File: config.mk
export PLATFORM = sky130hd
export DESIGN_NAME = shmbox_array
export DESIGN_NICKNAME = d
export VERILOG_FILES = /design/src/rtl/mbx_pkg.sv /design/src/rtl/mbx_slot.sv /design/src/rtl/mbx_irq_gate.sv /design/src/rtl/shmbox_array.sv
export SDC_FILE = /design/constraint.sdc
export NUM_CORES = 1
export LEC_CHECK = 0
export ABC_AREA = 1
export BUFFER_PORTS_ARGS = -buffer_cell sky130_fd_sc_hd__buf_2
export CAP_MARGIN = 20
export CORE_MARGIN = 1
export CORE_UTILIZATION = 40
export CTS_CLUSTER_DIAMETER = 50
export DETAILED_ROUTE_END_ITERATION = 16
export GPL_ROUTABILITY_DRIVEN = 0
export SLEW_MARGIN = 20
export SYNTH_ARGS = -nofsm -noshare
export SYNTH_HDL_FRONTEND = slang
export SYNTH_SLANG_ARGS = --single-unit
File: constraint.sdc
create_clock -name clk -period 3.5 [get_ports clk]
set_input_delay 0.175 -clock clk [delete_from_list [all_inputs] [get_ports clk]]
set_output_delay 0.175 -clock clk [all_outputs]
set_load 0.02 [all_outputs]
File: src/rtl/mbx_pkg.sv
package mbx_pkg;
  localparam logic [31:0] SLOT_BASE    = 32'h0001_0000;
  localparam logic [31:0] SLOT_STRIDE  = 32'h0000_8000;
  localparam logic [31:0] IE_BASE      = 32'h0000_0100;
  localparam logic [31:0] STAT_ADDR    = 32'h0000_0304;
  localparam logic [31:0] DIM_ADDR     = 32'h0000_0380;
  localparam logic [31:0] FULL_IE_OFS  = 32'h4;
  localparam logic [31:0] EMPTY_IE_OFS = 32'h8;
  localparam int          MAX_SLOTS    = 8;
  localparam int          FULL_FLAG    = 31;

  // byte address of a slot register
  function automatic logic [31:0] slot_addr(input int idx, input logic [31:0] ofs);
    return SLOT_BASE + SLOT_STRIDE * 32'(idx) + ofs;
  endfunction

  // byte address of an interrupt enable word
  function automatic logic [31:0] ie_addr(input int idx);
    return IE_BASE + 32'(4 * idx);
  endfunction

  // sizing word: slot count low nibble, interrupt lines at bits 19:16
  function automatic logic [31:0] dim_word(input int nslot, input int nirq);
    logic [3:0] s, q;
    s = 4'(nslot);
    q = 4'(nirq);
    return {12'h000, q, 12'h000, s};
  endfunction

  // status word: EMPTY conditions low byte, FULL conditions next byte
  function automatic logic [15:0] status_word(input logic [7:0] empty_v,
                                              input logic [7:0] full_v);
    return {full_v, empty_v};
  endfunction
endpackage

File: src/rtl/mbx_slot.sv
module mbx_slot
  import mbx_pkg::*;
#(
  parameter int ADDR_W      = 20,
  parameter int IDX         = 0,
  parameter bit PER_SLOT_IE = 1'b1
) (
  input  logic              clk,
  input  logic              rst_n,
  input  logic              wr_en,
  input  logic [ADDR_W-1:0] addr,
  input  logic [31:0]       wdata,
  output logic [31:0]       data_q,
  output logic              full_ie,
  output logic              empty_ie,
  output logic              stat_full,
  output logic              stat_empty
);
  localparam logic [31:0] A_DATA = slot_addr(IDX, 32'h0);
  localparam logic [31:0] A_FIE  = slot_addr(IDX, FULL_IE_OFS);
  localparam logic [31:0] A_EIE  = slot_addr(IDX, EMPTY_IE_OFS);

  logic [31:0] addr32;
  logic        wr_data, wr_fie, wr_eie;

  assign addr32  = 32'(addr);
  assign wr_data = wr_en && (addr32 == A_DATA);
  assign wr_fie  = wr_en && (addr32 == A_FIE);
  assign wr_eie  = wr_en && (addr32 == A_EIE);

  always_ff @(posedge clk) begin
    if (!rst_n)       data_q <= '0;
    else if (wr_data) data_q <= wdata;
  end

  generate
    if (PER_SLOT_IE) begin : g_local_ie
      logic fie_q, eie_q;
      always_ff @(posedge clk) begin
        if (!rst_n) begin
          fie_q <= 1'b0;
          eie_q <= 1'b0;
        end else begin
          if (wr_fie) fie_q <= wdata[0];
          if (wr_eie) eie_q <= wdata[0];
        end
      end
      assign full_ie  = fie_q;
      assign empty_ie = eie_q;

      // clearing the local FULL enable removes the slot's FULL bit
      assert_fie_gate_R9: assert property (@(posedge clk) disable iff (!rst_n)
        (wr_fie && !wdata[0]) |=> !stat_full);
    end else begin : g_fixed_ie
      assign full_ie  = 1'b1;
      assign empty_ie = 1'b1;
    end
  endgenerate

  assign stat_full  = data_q[FULL_FLAG] && full_ie;
  assign stat_empty = !data_q[FULL_FLAG] && empty_ie;

  // a flagged write leaves the slot full with the new word
  assert_overwrite_full_R4: assert property (@(posedge clk) disable iff (!rst_n)
    (wr_data && wdata[FULL_FLAG]) |=> (data_q[FULL_FLAG] && data_q == $past(wdata)));

  // a zero write empties the whole word
  assert_zero_clears_R3: assert property (@(posedge clk) disable iff (!rst_n)
    (wr_data && wdata == 32'h0) |=> (data_q == 32'h0 && !stat_full));
endmodule

File: src/rtl/mbx_irq_gate.sv
module mbx_irq_gate
  import mbx_pkg::*;
#(
  parameter int ADDR_W = 20,
  parameter int IDX    = 0
) (
  input  logic              clk,
  input  logic              rst_n,
  input  logic              wr_en,
  input  logic [ADDR_W-1:0] addr,
  input  logic [15:0]       wdata_lo,
  input  logic [15:0]       status,
  output logic [15:0]       en_q,
  output logic              irq
);
  localparam logic [31:0] A_EN = ie_addr(IDX);

  logic wr_hit;
  assign wr_hit = wr_en && (32'(addr) == A_EN);

  always_ff @(posedge clk) begin
    if (!rst_n)      en_q <= '0;
    else if (wr_hit) en_q <= wdata_lo;
  end

  assign irq = |(status & en_q);

  // the enable word takes the low half of a write
  assert_en_store_R6: assert property (@(posedge clk) disable iff (!rst_n)
    wr_hit |=> (en_q == $past(wdata_lo)));

  // with nothing enabled the line stays low
  assert_irq_quiet_R7: assert property (@(posedge clk) disable iff (!rst_n)
    (en_q == 16'h0) |-> !irq);
endmodule

File: src/rtl/shmbox_array.sv
module shmbox_array
  import mbx_pkg::*;
#(
  parameter int ADDR_W      = 20,
  parameter int NUM_SLOTS   = 8,
  parameter int NUM_IRQ     = 2,
  parameter bit PER_SLOT_IE = 1'b1
) (
  input  logic               clk,
  input  logic               rst_n,
  input  logic               wr_en,
  input  logic [ADDR_W-1:0]  addr,
  input  logic [31:0]        wdata,
  output logic [31:0]        rdata,
  output logic [NUM_IRQ-1:0] irq
);
  localparam logic [31:0] DIM_VALUE = dim_word(NUM_SLOTS, NUM_IRQ);

  logic [31:0] slot_data [NUM_SLOTS];
  logic [NUM_SLOTS-1:0] slot_fie, slot_eie;
  logic [MAX_SLOTS-1:0] empty_v, full_v;
  logic [15:0] status_w;
  logic [15:0] en_w [NUM_IRQ];
  logic [31:0] addr32;

  assign addr32 = 32'(addr);

  generate
    for (genvar i = 0; i < MAX_SLOTS; i++) begin : g_slot
      if (i < NUM_SLOTS) begin : g_live
        mbx_slot #(.ADDR_W(ADDR_W), .IDX(i), .PER_SLOT_IE(PER_SLOT_IE)) u_slot (
          .clk       (clk),
          .rst_n     (rst_n),
          .wr_en     (wr_en),
          .addr      (addr),
          .wdata     (wdata),
          .data_q    (slot_data[i]),
          .full_ie   (slot_fie[i]),
          .empty_ie  (slot_eie[i]),
          .stat_full (full_v[i]),
          .stat_empty(empty_v[i])
        );
      end else begin : g_absent
        assign full_v[i]  = 1'b0;
        assign empty_v[i] = 1'b0;
      end
    end

    for (genvar x = 0; x < NUM_IRQ; x++) begin : g_irq
      mbx_irq_gate #(.ADDR_W(ADDR_W), .IDX(x)) u_gate (
        .clk     (clk),
        .rst_n   (rst_n),
        .wr_en   (wr_en),
        .addr    (addr),
        .wdata_lo(wdata[15:0]),
        .status  (status_w),
        .en_q    (en_w[x]),
        .irq     (irq[x])
      );
    end
  endgenerate

  assign status_w = status_word(empty_v, full_v);

  always_comb begin
    rdata = 32'h0;
    if (addr32 == STAT_ADDR) rdata = {16'h0, status_w};
    if (addr32 == DIM_ADDR)  rdata = DIM_VALUE;
    for (int x = 0; x < NUM_IRQ; x++) begin
      if (addr32 == ie_addr(x)) rdata = {16'h0, en_w[x]};
    end
    for (int i = 0; i < NUM_SLOTS; i++) begin
      if (addr32 == slot_addr(i, 32'h0)) rdata = slot_data[i];
      if (PER_SLOT_IE && addr32 == slot_addr(i, FULL_IE_OFS))  rdata = {31'h0, slot_fie[i]};
      if (PER_SLOT_IE && addr32 == slot_addr(i, EMPTY_IE_OFS)) rdata = {31'h0, slot_eie[i]};
    end
  end

  // a write aimed at the status word leaves it unchanged
  assert_status_ro_R5: assert property (@(posedge clk) disable iff (!rst_n)
    (wr_en && addr32 == STAT_ADDR) |=> $stable(status_w));

  // a write aimed at the sizing word leaves all status intact
  assert_dim_write_inert_R8: assert property (@(posedge clk) disable iff (!rst_n)
    (wr_en && addr32 == DIM_ADDR) |=> $stable(status_w));
endmodule

Word level (Yosys, flattened, before mapping)
Index checks and enable logic that the tools add are counted.

Bits in registers: 304. Input bits: 55. Output and inout port bits: 34. Word-level logic and storage cells: 136.

Eq/ne operators: 28. Mux-type cells: 28. Bitwise operators: 2. Reductions and logical operators: 52.

Operators by type and width (count): 2-to-1 mux 32 bit (24); equality test 20 x 18 -> 1 bit, second input constant (12); equality test 20 x 17 -> 1 bit, second input constant (6); equality test 20 x 19 -> 1 bit, second input constant (6); 2-to-1 mux 18 bit (3); logical AND 1 bit (42); equality test 20 x 10 -> 1 bit, second input constant (2); equality test 20 x 9 -> 1 bit, second input constant (2); bitwise AND 16 bit (2); OR reduction 16 bit (2); 2-to-1 mux 16 bit (1); zero test 1 bit (8).

Depth between registers and ports, before layout
Word-level depth: 30. Mapped depth: 38. Gate-level depth less buffers: 38.

Modules after synthesis
From an unflattened synthesis, not the netlist that was laid out.

Cell total of the unflattened synthesis: 2905. Area total of the unflattened synthesis: 17166.5 sq um.

Modules (own cells, without submodules): mbx_slot at g_slot[0].g_live.u_slot ... (instances 3, cells each 253, area an instance 1599.0 sq um, sequential area each 680.7 sq um); mbx_slot at g_slot[1].g_live.u_slot ... (instances 3, cells each 245, area an instance 1537.7 sq um, sequential area each 680.7 sq um); shmbox_array (instances 1, cells each 558, area an instance 2642.5 sq um, sequential area each 0.0 sq um); mbx_slot at g_slot[4].g_live.u_slot (instances 1, cells each 326, area an instance 1901.8 sq um, sequential area each 680.7 sq um); mbx_slot at g_slot[5].g_live.u_slot (instances 1, cells each 245, area an instance 1532.7 sq um, sequential area each 680.7 sq um); mbx_irq_gate at g_irq[1].u_gate (instances 1, cells each 140, area an instance 842.1 sq um, sequential area each 320.3 sq um); mbx_irq_gate at g_irq[0].u_gate (instances 1, cells each 142, area an instance 837.1 sq um, sequential area each 320.3 sq um).

Least setup slack after synthesis
Ideal clock, no wire load.

Path kind: input -> output. From: input addr[1]. To: output rdata[0]. Data arrival time: 2.364 ns. Data required time: 3.325 ns. Setup slack: 0.961 ns. Stages on the path: 38. Path buffers: 1. Path through: nor2_1 > nand2_2 > nor2_8 > nand2_4 > nor2_4 > buf_6 > nor2_2 > nand3_2 > nand2_1 > nand2_1 > nand2_1 > nand2_1 > nand2_1 > nand2_1 > nand2_1 > nand2_1 > nand2_1 > nand2_1 > [2 not listed] > nand2_1 > nand2_1 > nand2_1 > nand2_1 > nand2_1 > nand2_1 > nand2_1 > nand2_1 > nand2_1 > nand2_1 > nand2_1 > nand2_1 > nand2_1 > nand2_1 > nand2_1 > nand2_1 > nand2_1 > nand2_1.

Word-level cells in the longest chain between the ends: 29. Elaborated cells on any way between the ends: 56. Classes of those cells: eq/ne (28); mux (28).

RTL lines: from (decl) (line shmbox_array.sv:12) `input logic [ADDR_W-1:0] addr,`; equality test 20 x 10 -> 1 bit (line shmbox_array.sv:67) `if (addr32 == STAT_ADDR) rdata = {16'h0, status_w};`; 2-to-1 mux 16 bit (line shmbox_array.sv:67); 2-to-1 mux 18 bit (line shmbox_array.sv:68) `if (addr32 == DIM_ADDR) rdata = DIM_VALUE;`; 2-to-1 mux 18 bit (2 in series) (line shmbox_array.sv:70) `if (addr32 == ie_addr(x)) rdata = {16'h0, en_w[x]};`; 2-to-1 mux 32 bit (line shmbox_array.sv:73) `if (addr32 == slot_addr(i, 32'h0)) rdata = slot_data[i];`; 2-to-1 mux 32 bit (line shmbox_array.sv:74) `if (PER_SLOT_IE && addr32 == slot_addr(i, FULL_IE_OFS)) rdata = {31'h0, slot_fie[i]};`; 2-to-1 mux 32 bit (line shmbox_array.sv:75) `if (PER_SLOT_IE && addr32 == slot_addr(i, EMPTY_IE_OFS)) rdata = {31'h0, slot_eie[i]};`; 2-to-1 mux 32 bit (line shmbox_array.sv:73); [12 not listed]; 2-to-1 mux 32 bit (line shmbox_array.sv:74); 2-to-1 mux 32 bit (line shmbox_array.sv:75); 2-to-1 mux 32 bit (line shmbox_array.sv:73); 2-to-1 mux 32 bit (line shmbox_array.sv:74); 2-to-1 mux 32 bit (line shmbox_array.sv:75); 2-to-1 mux 32 bit (line shmbox_array.sv:73); 2-to-1 mux 32 bit (line shmbox_array.sv:74); 2-to-1 mux 32 bit * (line shmbox_array.sv:75); to (decl) (line shmbox_array.sv:14) `output logic [31:0] rdata,`.

Every way passes the cells marked *; elsewhere a longest branch is shown, timed or not.

Final worst setup path
From: register g_slot[0].g_live.u_slot.g_local_ie.eie_q. To: output rdata[0].

Word-level cells in the longest chain between the ends: 29.

RTL lines: from (decl) (line mbx_slot.sv:38) `logic fie_q, eie_q;`; from (signal assigned) (line mbx_slot.sv:45) `if (wr_eie) eie_q <= wdata[0];`; logical AND 1 bit (line mbx_slot.sv:61) `assign stat_empty = !data_q[FULL_FLAG] && empty_ie;`; 2-to-1 mux 16 bit (line shmbox_array.sv:67); 2-to-1 mux 18 bit (line shmbox_array.sv:68); 2-to-1 mux 18 bit (2 in series) (line shmbox_array.sv:70); 2-to-1 mux 32 bit (line shmbox_array.sv:73); 2-to-1 mux 32 bit (line shmbox_array.sv:74); 2-to-1 mux 32 bit * (line shmbox_array.sv:75); 2-to-1 mux 32 bit * (line shmbox_array.sv:73); [12 not listed]; 2-to-1 mux 32 bit * (line shmbox_array.sv:74); 2-to-1 mux 32 bit * (line shmbox_array.sv:75); 2-to-1 mux 32 bit * (line shmbox_array.sv:73); 2-to-1 mux 32 bit * (line shmbox_array.sv:74); 2-to-1 mux 32 bit * (line shmbox_array.sv:75); 2-to-1 mux 32 bit * (line shmbox_array.sv:73); 2-to-1 mux 32 bit * (line shmbox_array.sv:74); 2-to-1 mux 32 bit * (line shmbox_array.sv:75).

Marked as above.

==> impl_metrics.ini <==
[floorplanning]
dieHeight_um = 185
io-pin-count = 89
core_area_um2 = 32700
rows = 66
die_area_um2 = 34100
start_util_pct = 40.9
die_w_um = 185

[setup_path]
path_buf_inv = 2
cp_top_family = simple AND/OR/NAND/NOR gates
r2r_start = g_slot[6].g_live.u_slot.data_q[31]
startpoint_type = flop
crit_required_ps = 3320
crit_path_end_kind = output port
crit_end = rdata[0]
critPathKind = flop to output port
crit_path_max_fanout = 3
max_stage_delay_ps = 300
crit_start = g_slot[0].g_live.u_slot.empty_ie
reg2reg_depth = 2
crit_path_frequent_cell = nand2_1
cp_num_cells = 35
r2r_setup_slack_ps = 2630
cp.arrival_ps = 2960
crit_path_top_delay_cell = dfxtp_1
regToRegEndpoint = g_slot[6].g_live.u_slot.data_q[31]

[timing]
finalCritPeriodShare_pct = 89.4
hold_viol = 0
tightest_slew_ps = 1090
drv_slew = 0
finalSetupViolations = 0
fmax_mhz = 319
period_needed_ps = 3130
slew_headroom_pct = 26.7
worst_clock_skew_ps = 0

[hold_path]
hp-class = primary input to flop
hold_start = wdata[18]

[pwr]
p_leak_uw = 0.00663
total_power_uw = 7430
p_per_area_nw_per_um2 = 479
peakVddDrop_mv = 0.289

[detailed_routing]
wl_per_cell_um = 18.2
drt_iter0_markers = 1171
dr_wl_met2_um = 20600
drc = 0
wirelength_um = 44300
routed.top_layer = met4
drt-met1-wl_um = 19500
via_per_inst = 5.40
detail-route-antenna-nets = 0
vias = 13200
met3WireLength_um = 2920
drtPass1Iterations = 7

[layout]
fin_util_pct = 47.4
drive_above_1_share_pct = 12.4
final_nets = 2029
n_antenna_cell = 0
instances_no_fill = 2439
areaGrowthSynthToFinish_pct = 16.1

[global_routing]
grt_use_total_pct = 25.8
grt_max_degree = 107
antenna_found_initial = 0
grt_pass1_wl_um = 68300
gr-total-overflow = 0
grt_pass1_vias = 12100

[synthesis]
synth_nets = 1999
avgSynthCellArea_um2 = 6.87
ys_types = 38
yosys_warnings = 0
synth_area_um2 = 13400
synth_seq_area_share_pct = 45.6
synthCells = 1944
ys_ff_latch = 304

[placement]
dp_cells = 2356
dp_hpwl_um = 26700
io_buffers = 88

[cts]
clock_sinks = 304
cts_root_buffer = clkbuf_16
cts_inserted_buffers = 37
clock_latency_ps = 510
clk_pin_slew_ps = 60
h-tree-depth = 2
cts_tree = yes
clockBufferDepth = 3

[status]
status = finished, final reports clean

[flow_run]
drv_cap = 0
-- cell type report --
| cell class | instances | area [µm²] |
|---|---|---|
| clock buffer | 44 | 972 |
| inverter | 58 | 223 |
| tap | 442 | 553 |
| fill | 3373 | 17200 |
| clock inverter | 18 | 214 |
| timing repair buffer | 144 | 927 |
| sequential | 304 | 6090 |
| multi-input combinational | 1429 | 6540 |
-- power breakdown --
part / total [µW] / switching [µW] / internal, µW
logic: 204 / 149 / 54.8
registers: 3460 / 0.00212 / 3460
clock network: 3760 / 1540 / 2220
-- worst reg2reg max path, stage by stage, from the launching register on --
cell	delay, ps
dfxtp_1	440
inv_1	200
a21oi_1	160
-- placed cells by master, fill, tap and decap left out, drive strengths merged, types with 2 or more instances in the layout --
cell type      n
a221o          2
buf          130
inv           58
o22ai          2
dlygate4sd3   14
clkbuf        44
a221oi        32
clkinvlp       6
o21ai        311
o211ai        16
o31ai          2
dfxtp        304
nand3         75
nand2        266
clkinv         9
nor4           2
o2111ai        2
nor2         620
o221ai         5
or2            3
a21oi         46
nand4         35
bufinv         3
nor3           4
-- state kept, by name (all words and copies together), names as in the netlist --
register / flops
g_irq.u_gate.en_q: 32
g_slot.g_live.u_slot.full_ie: 8
g_slot.g_live.u_slot.data_q: 256
g_slot.g_live.u_slot.empty_ie: 8
-- cell usage after synthesis, drive strengths merged --
library cell	instances	area share [%]
a221oi	32	2.1
o31ai	2	0.11
clkbuf	118	3.3
nor3	4	0.15
o211ai	16	0.90
nand3	75	3.0
nand4	35	1.6
inv	56	1.6
o22ai	2	0.094
nand2	266	7.6
clkinv	2	0.056
nor3b	1	0.056
nor4	2	0.21
o2111ai	2	0.13
or2	3	0.14
nand3b	1	0.056
o311ai	1	0.066
buf	35	1.1
dfxtp	304	46
a21oi	46	1.7
or4	1	0.056
a31oi	1	0.047
o21ai	311	12
o221ai	5	0.33
a221o	2	0.15
a211oi	1	0.056
nor2	620	18
-- kinds of logic after synthesis --
family / Yosys count / synth area share [%]
AO/OA/AOI/OAI: 421 / 17.4
buffers and inverters: 211 / 6.04
flip-flops: 304 / 45.6
AND/OR/NAND/NOR: 1008 / 31.0
-- layer usage --
metal / vias up / GRT usage (%)
li1: 6427 / -
met1: 6216 / 33.8
met2: 453 / 42.8
met3: 86 / 4.56
met4: 0 / 8.17
met5: - / 0
-- worst min path at each step --
stage | cells past startpoint | slack (ps) | endpoint
3_3_place_gp | 2 | 460 | g_slot[7].g_live.u_slot.data_q[0]
5_1_grt | 3 | 20 | g_slot[2].g_live.u_slot.data_q[28]
2_1_floorplan | 2 | 310 | g_slot[0].g_live.u_slot.data_q[31]
3_5_place_dp | 2 | 470 | g_irq[0].u_gate.en_q[3]
6_report | 3 | 10 | g_slot[0].g_live.u_slot.data_q[18]
4_1_cts | 3 | 0.3 | g_slot[0].g_live.u_slot.data_q[18]
-- metrics by stage --
| step | setup slack, ps | instance area (µm²) | hold slack [ps] | setup TNS, ps |
|---|---|---|---|---|
| global placement | 371 | 14100 | 463 | 0 |
| CTS | 327 | 15400 | 0.324 | 0 |
| global route | -12.8 | 15500 | 16.1 | -12.8 |
| floorplan | 961 | 13400 | 310 | 0 |
| detailed placement | 385 | 14100 | 471 | 0 |
| finish | 370 | 15500 | 13.7 | 0 |
-- what timing repair did --
action	4_1_cts	5_1_grt
hold endpoints to repair	69	0
buffers inserted	0	7
gates resized for setup	0	11
hold buffers	14	0
setup endpoints to repair	0	1
(Power assumes the default switching activity.)
